[src/rtl/bcs_pkg.sv]
package bcs_pkg;
  localparam int MAX_LOG   = 3;
  localparam int LOG_W     = $clog2(MAX_LOG + 1);
  localparam int CODE_W    = 3;
  localparam logic [CODE_W-1:0] CODE_PAGE = 3'd7;

  typedef struct packed {
    logic [LOG_W-1:0] lg;
    logic             page;
  } burst_len_t;
endpackage

[src/rtl/bcs_len_dec.sv]
module bcs_len_dec
  import bcs_pkg::*;
(
  input  logic [CODE_W-1:0] code,
  input  logic              is_write,
  input  logic              single_wr,
  output burst_len_t        len
);
  always_comb begin
    len = '0;
    if (code == CODE_PAGE) begin
      len.page = 1'b1;
    end else if (code <= CODE_W'(MAX_LOG)) begin
      len.lg = LOG_W'(code);
    end
    if (is_write && single_wr) begin
      len = '0;
    end
  end
endmodule

[src/rtl/bcs_addr_gen.sv]
module bcs_addr_gen
  import bcs_pkg::*;
#(
  parameter int COL_W = 9
) (
  input  logic [COL_W-1:0] base_col,
  input  logic [COL_W-1:0] beat,
  input  burst_len_t       len,
  input  logic             il,
  output logic [COL_W-1:0] col
);
  logic [COL_W-1:0] mask;
  logic [COL_W-1:0] seq_sum;

  assign mask    = (COL_W'(1) << len.lg) - COL_W'(1);
  assign seq_sum = base_col + beat;

  always_comb begin
    if (len.page) begin
      col = seq_sum;
    end else if (il) begin
      col = (base_col & ~mask) | ((base_col ^ beat) & mask);
    end else begin
      col = (base_col & ~mask) | (seq_sum & mask);
    end
  end
endmodule

[src/rtl/bcs_ctrl.sv]
module bcs_ctrl
  import bcs_pkg::*;
#(
  parameter int COL_W = 9
) (
  input  logic             clk,
  input  logic             rst_n,
  input  logic             start,
  input  logic             terminate,
  input  logic             ready,
  input  burst_len_t       len,
  output logic             active,
  output logic [COL_W-1:0] beat,
  output logic             last
);
  logic [COL_W-1:0] final_beat;
  logic             fire;

  assign final_beat = (COL_W'(1) << len.lg) - COL_W'(1);
  assign last       = active && !len.page && (beat == final_beat);
  assign fire       = active && ready;

  always_ff @(posedge clk or negedge rst_n) begin
    if (!rst_n) begin
      active <= 1'b0;
      beat   <= '0;
    end else if (start) begin
      active <= 1'b1;
      beat   <= '0;
    end else if (terminate) begin
      active <= 1'b0;
      beat   <= '0;
    end else if (fire) begin
      if (last) begin
        active <= 1'b0;
        beat   <= '0;
      end else begin
        beat <= beat + COL_W'(1);
      end
    end
  end
endmodule

[src/rtl/burst_col_seq.sv]
module burst_col_seq
  import bcs_pkg::*;
#(
  parameter int COL_W = 9
) (
  input  logic              clk,
  input  logic              rst_n,
  input  logic              start,
  input  logic [COL_W-1:0]  start_col,
  input  logic [CODE_W-1:0] len_code,
  input  logic              order_il,
  input  logic              is_write,
  input  logic              single_wr,
  input  logic              terminate,
  output logic              out_valid,
  input  logic              out_ready,
  output logic [COL_W-1:0]  out_col,
  output logic              out_last
);
  burst_len_t       dec_len;
  burst_len_t       held_len;
  logic [COL_W-1:0] held_col;
  logic             held_il;
  logic             active;
  logic [COL_W-1:0] beat;

  bcs_len_dec u_dec (
    .code      (len_code),
    .is_write  (is_write),
    .single_wr (single_wr),
    .len       (dec_len)
  );

  always_ff @(posedge clk or negedge rst_n) begin
    if (!rst_n) begin
      held_len <= '0;
      held_col <= '0;
      held_il  <= 1'b0;
    end else if (start) begin
      held_len <= dec_len;
      held_col <= start_col;
      held_il  <= order_il;
    end
  end

  bcs_ctrl #(.COL_W(COL_W)) u_ctrl (
    .clk       (clk),
    .rst_n     (rst_n),
    .start     (start),
    .terminate (terminate),
    .ready     (out_ready),
    .len       (held_len),
    .active    (active),
    .beat      (beat),
    .last      (out_last)
  );

  bcs_addr_gen #(.COL_W(COL_W)) u_addr (
    .base_col (held_col),
    .beat     (beat),
    .len      (held_len),
    .il       (held_il),
    .col      (out_col)
  );

  assign out_valid = active;
endmodule

[config.mk]
export PLATFORM = sky130hd
export DESIGN_NAME = burst_col_seq
export DESIGN_NICKNAME = d
export VERILOG_FILES = /design/src/rtl/bcs_pkg.sv /design/src/rtl/bcs_len_dec.sv /design/src/rtl/bcs_addr_gen.sv /design/src/rtl/bcs_ctrl.sv /design/src/rtl/burst_col_seq.sv
export SDC_FILE = /design/constraint.sdc
export NUM_CORES = 1
export LEC_CHECK = 0
export CORE_AREA = 2 2 78 50
export CTS_CLUSTER_DIAMETER = 30
export DETAILED_ROUTE_END_ITERATION = 16
export DIE_AREA = 0 0 80 52
export PLACE_DENSITY = 0.83
export REMOVE_ABC_BUFFERS = 1
export SETUP_SLACK_MARGIN = 0.4
export SLEW_MARGIN = 20
export SYNTH_ARGS = -nofsm -noshare
export SYNTH_HDL_FRONTEND = slang
export SYNTH_SLANG_ARGS = --single-unit
export TNS_END_PERCENT = 30
[constraint.sdc]
create_clock -name clk -period 2.7 [get_ports clk]
set_input_delay 0.54 -clock clk [delete_from_list [all_inputs] [get_ports clk]]
set_output_delay 0.54 -clock clk [all_outputs]
set_load 0.01 [all_outputs]
==> summary.md <==
• 5.67 — via count normalized by instance count
• 7800 microns — wire length of the first global-routing pass
• 1780 sq um — post-synthesis instance area
• 0 — n_diodes
• 0.323 — share of the yosys chip area belonging to registers
• 343 MHz — highest clock rate
• 0.27 ns — clk_lat worst skew
• yes — unrepaired setup endpoints after global routing
• 0 — number of antenna violations at the first check in global routing
• 0.000289 W — Switching Power
• ha_2, fa_2, a21oi_4, o22ai_1, o41a_1, xnor2_1, o32ai_1, buf_2 — worst path cell trace
• 31 — I/O Pins
• 0.323 — Synth top area share
• 0.000947 W — overall power of the completed layout
• built — CTS tree
• 0.476 ns — actual transition at the worst max-transition pin
• 378 nW/um^2 — areal power density over the cells
• flop to output port — path type of the worst setup path
• 9.04 sq um — mean area per synthesized cell
• finished with violations — outcome
• 1 — maximum level of the CTS H-tree
• 0.000207 V — maximum vdd ir drop
• 40.6% — area growth from synthesis to layout
• 15.9 microns — Wirelength per Cell
• 297 — Final #Nets
• 1.10 nW — leakage power summed over all cells
• 0.000657 W — Internal Power
• 3 — clock buffer count from CTS
• 2500 sq um — cell area after layout
• 0.343 — share of cells above drive strength 1
• 0.681 — worst slew margin relative to its limit
• -0.296 ns — setup TNS after final layout
• 0 — post-route antenna net violation count
• 197 — cell count after synthesis
• sky130_fd_sc_hd__dfrtp_1 — cell type with the highest aggregate area in the netlist
• 2 — crit-path max FO
• 4 — number of iterations in the first detailed-routing pass
• 0.60 ns — worst reg-to-reg setup slack
• 75 — first-iteration detailed-routing DRC count
• 0 — leftover overflow at the end of global routing
• 3540 microns — HPWL after detailed placement
• 0.555 ns — worst hold slack
• 1.00 — proportion of register bits with asynchronous set or reset after synthesis
• 0 — warning count from the yosys run
• 277 — fill cell instance count of the final layout
• output port — Critical Path Sink Type
• 80 microns — die width
• 2 — Max Buffers Root-to-Sink
• -0.214 ns — worst setup slack after layout
• 0 — EDFF count, synth
• 3 — final setup fails
• setup timing — violations in the final reports
• sky130_fd_sc_hd__dfrtp_1 — Worst path slowest cell
• 0.39 ns — longest individual stage delay on the worst path
• 0.00331 ns — worst clock skew
• 2.37 ns — worst endpoint data arrival time
• 23 — flop and latch count out of synthesis
• sky130_fd_sc_hd__dfrtp_1 — dominant synthesized flop cell
• 23 — Num Clock Sinks
• flop — startpoint class of the critical path
• 0.230 — clock network fraction of total power
• 0.306 — proportion of total power due to net switching
• sky130_fd_sc_hd__clkbuf_8 — clk root buf
• 3490 sq um — core outline area
• 1627 — number of global-route vias before repair
• 0.364 — share of power burned in combinational logic
• 0 — endpoints failing hold
• 1770 — total via count in the routed design
• 1.08 — share of the clock period used by the worst path after layout
• 0.08 ns — CTS clock-pin slew for the worst setup and hold paths
• 4160 sq um — Die ar.
• 0 — Final Max Tran Viols
• 52 microns — die boundary height
• flop to flop — class of the tightest hold or removal check
• 0.405 — portion of total power attributed to sequential cells
• sky130_fd_sc_hd__dfrtp_1, sky130_fd_sc_hd__mux2_2, sky130_fd_sc_hd__ha_1 — largest cells by area after synthesis
• 0 — post-cts hold buffer count
• 2.91 ns — post-layout min period
• 0.251 — all-layer global routing usage
• 0 — DRC violations left
• 2.16 ns — data required time of the worst path
• 0.937 — last weighted congestion value of the routability-driven placer
• 46 — number of unique standard cell types used by synthesis
• 0 — number of max-cap violations
• 4970 microns — final WL
• 0.511 — Initial Util
• 2340 sq um — instance area after placement
• 17 — Std-Cell Rows
• 30 — count of input and output buffers
• 24 — pin count of the biggest net entering global routing
-- per-layer routing --
layer  up-vias  wire length, microns  GRT usage
met5         -                     0          0
met4         0                    27     0.0339
met3         5                   234     0.0538
met2        55                  2300      0.413
met1       859                  2410      0.352
li1        851                     -          -
-- cells by family (layout without fill, tap and decap cells) --
kind of cell	Yosys count	in the layout	share of synthesized area
fa+ha+maj	11	11	0.0815
compound gates	44	44	0.176
xor+xnor	8	8	0.0393
buf+inv	20	88	0.0583
flops	23	23	0.323
simple gates	73	73	0.210
mux	18	18	0.112
-- path summary, 6_finish.rpt --
| path | startpoint | end | cells past startpoint |
|---|---|---|---|
| max | held_col[0]$_DFFE_PN0P_ | out_col[8] | 8 |
| min | held_col[8]$_DFFE_PN0P_ | held_col[8]$_DFFE_PN0P_ | 1 |
| max reg2reg | held_len[2]$_DFFE_PN0P_ | u_ctrl.beat[2]$_DFFE_PN0P_ | 8 |
| min reg2reg | held_col[8]$_DFFE_PN0P_ | held_col[8]$_DFFE_PN0P_ | 1 |
| max in group asynchronous | rst_n | u_ctrl.beat[3]$_DFFE_PN0P_ | 2 |
| min in group asynchronous | rst_n | held_il$_DFFE_PN0P_ | 2 |
-- sequential cells by signal, summed over array words and instances, names as in the netlist --
name / flops
held_il: 1
held_col: 9
u_ctrl.beat: 9
u_ctrl.active: 1
held_len: 3
-- worst max-delay path, delay by kind of cell, from the launching register on --
| kind | cells | cell delay, ns |
|---|---|---|
| AOI/OAI and AO/OA | 4 | 0.82 |
| adders and majority gates | 2 | 0.57 |
| DFF | 1 | 0.39 |
| buffers and inverters | 1 | 0.17 |
| xor gates and xnor gates | 1 | 0.14 |
-- cells in the final DEF (no fill, tap or decap), types with 6 or more instances in the layout --
master	n
sky130_fd_sc_hd__nand3_1	7
sky130_fd_sc_hd__dfrtp_1	23
sky130_fd_sc_hd__nor2_1	10
sky130_fd_sc_hd__o21ai_0	8
sky130_fd_sc_hd__mux2_2	12
sky130_fd_sc_hd__clkdlybuf4s50_1	20
sky130_fd_sc_hd__ha_1	6
sky130_fd_sc_hd__buf_4	40
sky130_fd_sc_hd__a31oi_1	6
sky130_fd_sc_hd__a21oi_1	6
sky130_fd_sc_hd__buf_2	7
sky130_fd_sc_hd__nand2_1	27
sky130_fd_sc_hd__inv_1	11
-- area by class of cell --
| cell class | instances | area (sq um) | area share |
|---|---|---|---|
| multi-input combinational | 154 | 1190 | 0.476 |
| timing repair buffer | 72 | 589 | 0.235 |
| sequential | 23 | 576 | 0.230 |
| tap | 47 | 58.8 | 0.0235 |
| clock buffer | 4 | 45.0 | 0.0180 |
| inverter | 12 | 45.0 | 0.0180 |
-- Yosys cell counts, types with 3 or more instances --
| master | n |
|---|---|
| sky130_fd_sc_hd__a21oi_1 | 9 |
| sky130_fd_sc_hd__a31oi_1 | 6 |
| sky130_fd_sc_hd__buf_6 | 3 |
| sky130_fd_sc_hd__dfrtp_1 | 23 |
| sky130_fd_sc_hd__ha_1 | 10 |
| sky130_fd_sc_hd__inv_1 | 12 |
| sky130_fd_sc_hd__mux2_2 | 15 |
| sky130_fd_sc_hd__mux2i_1 | 3 |
| sky130_fd_sc_hd__nand2_1 | 27 |
| sky130_fd_sc_hd__nand3_1 | 7 |
| sky130_fd_sc_hd__nand4_1 | 3 |
| sky130_fd_sc_hd__nor2_1 | 12 |
| sky130_fd_sc_hd__nor3_1 | 4 |
| sky130_fd_sc_hd__nor4_1 | 4 |
| sky130_fd_sc_hd__o211ai_1 | 3 |
| sky130_fd_sc_hd__o21ai_0 | 11 |
| sky130_fd_sc_hd__o22ai_1 | 4 |
| sky130_fd_sc_hd__xnor2_1 | 3 |
| sky130_fd_sc_hd__xor2_1 | 5 |
-- stage by stage --
step | util | setup slack [ns] | instances
detailed placement | 0.670 | -0.494 | 300
global placement | 0.670 | -0.435 | 300
floorplan | - | 0.0490 | 189
finish | 0.718 | -0.214 | 312
global route | 0.718 | -0.308 | 312
CTS | 0.714 | -0.217 | 311
-- power groups by stage --
| stage | sequential (W) | combinational, W | clock, W |
|---|---|---|---|
| 2_1_floorplan | 0.000391 | 0.000152 | 0 |
| 3_3_place_gp | 0.000388 | 0.000317 | 0 |
| 3_5_place_dp | 0.000389 | 0.000324 | 0 |
| 4_1_cts | 0.000383 | 0.000338 | 0.000227 |
| 5_1_grt | 0.000386 | 0.000372 | 0.000240 |
| 6_report | 0.000384 | 0.000345 | 0.000218 |
-- repair_timing --
action,4_1_cts,5_1_grt
buffers inserted,7,1
endpoints found under the setup margin,10,10
gates resized for setup,55,6
pin swaps,9,5
Power figures use the tool's default switching activity.
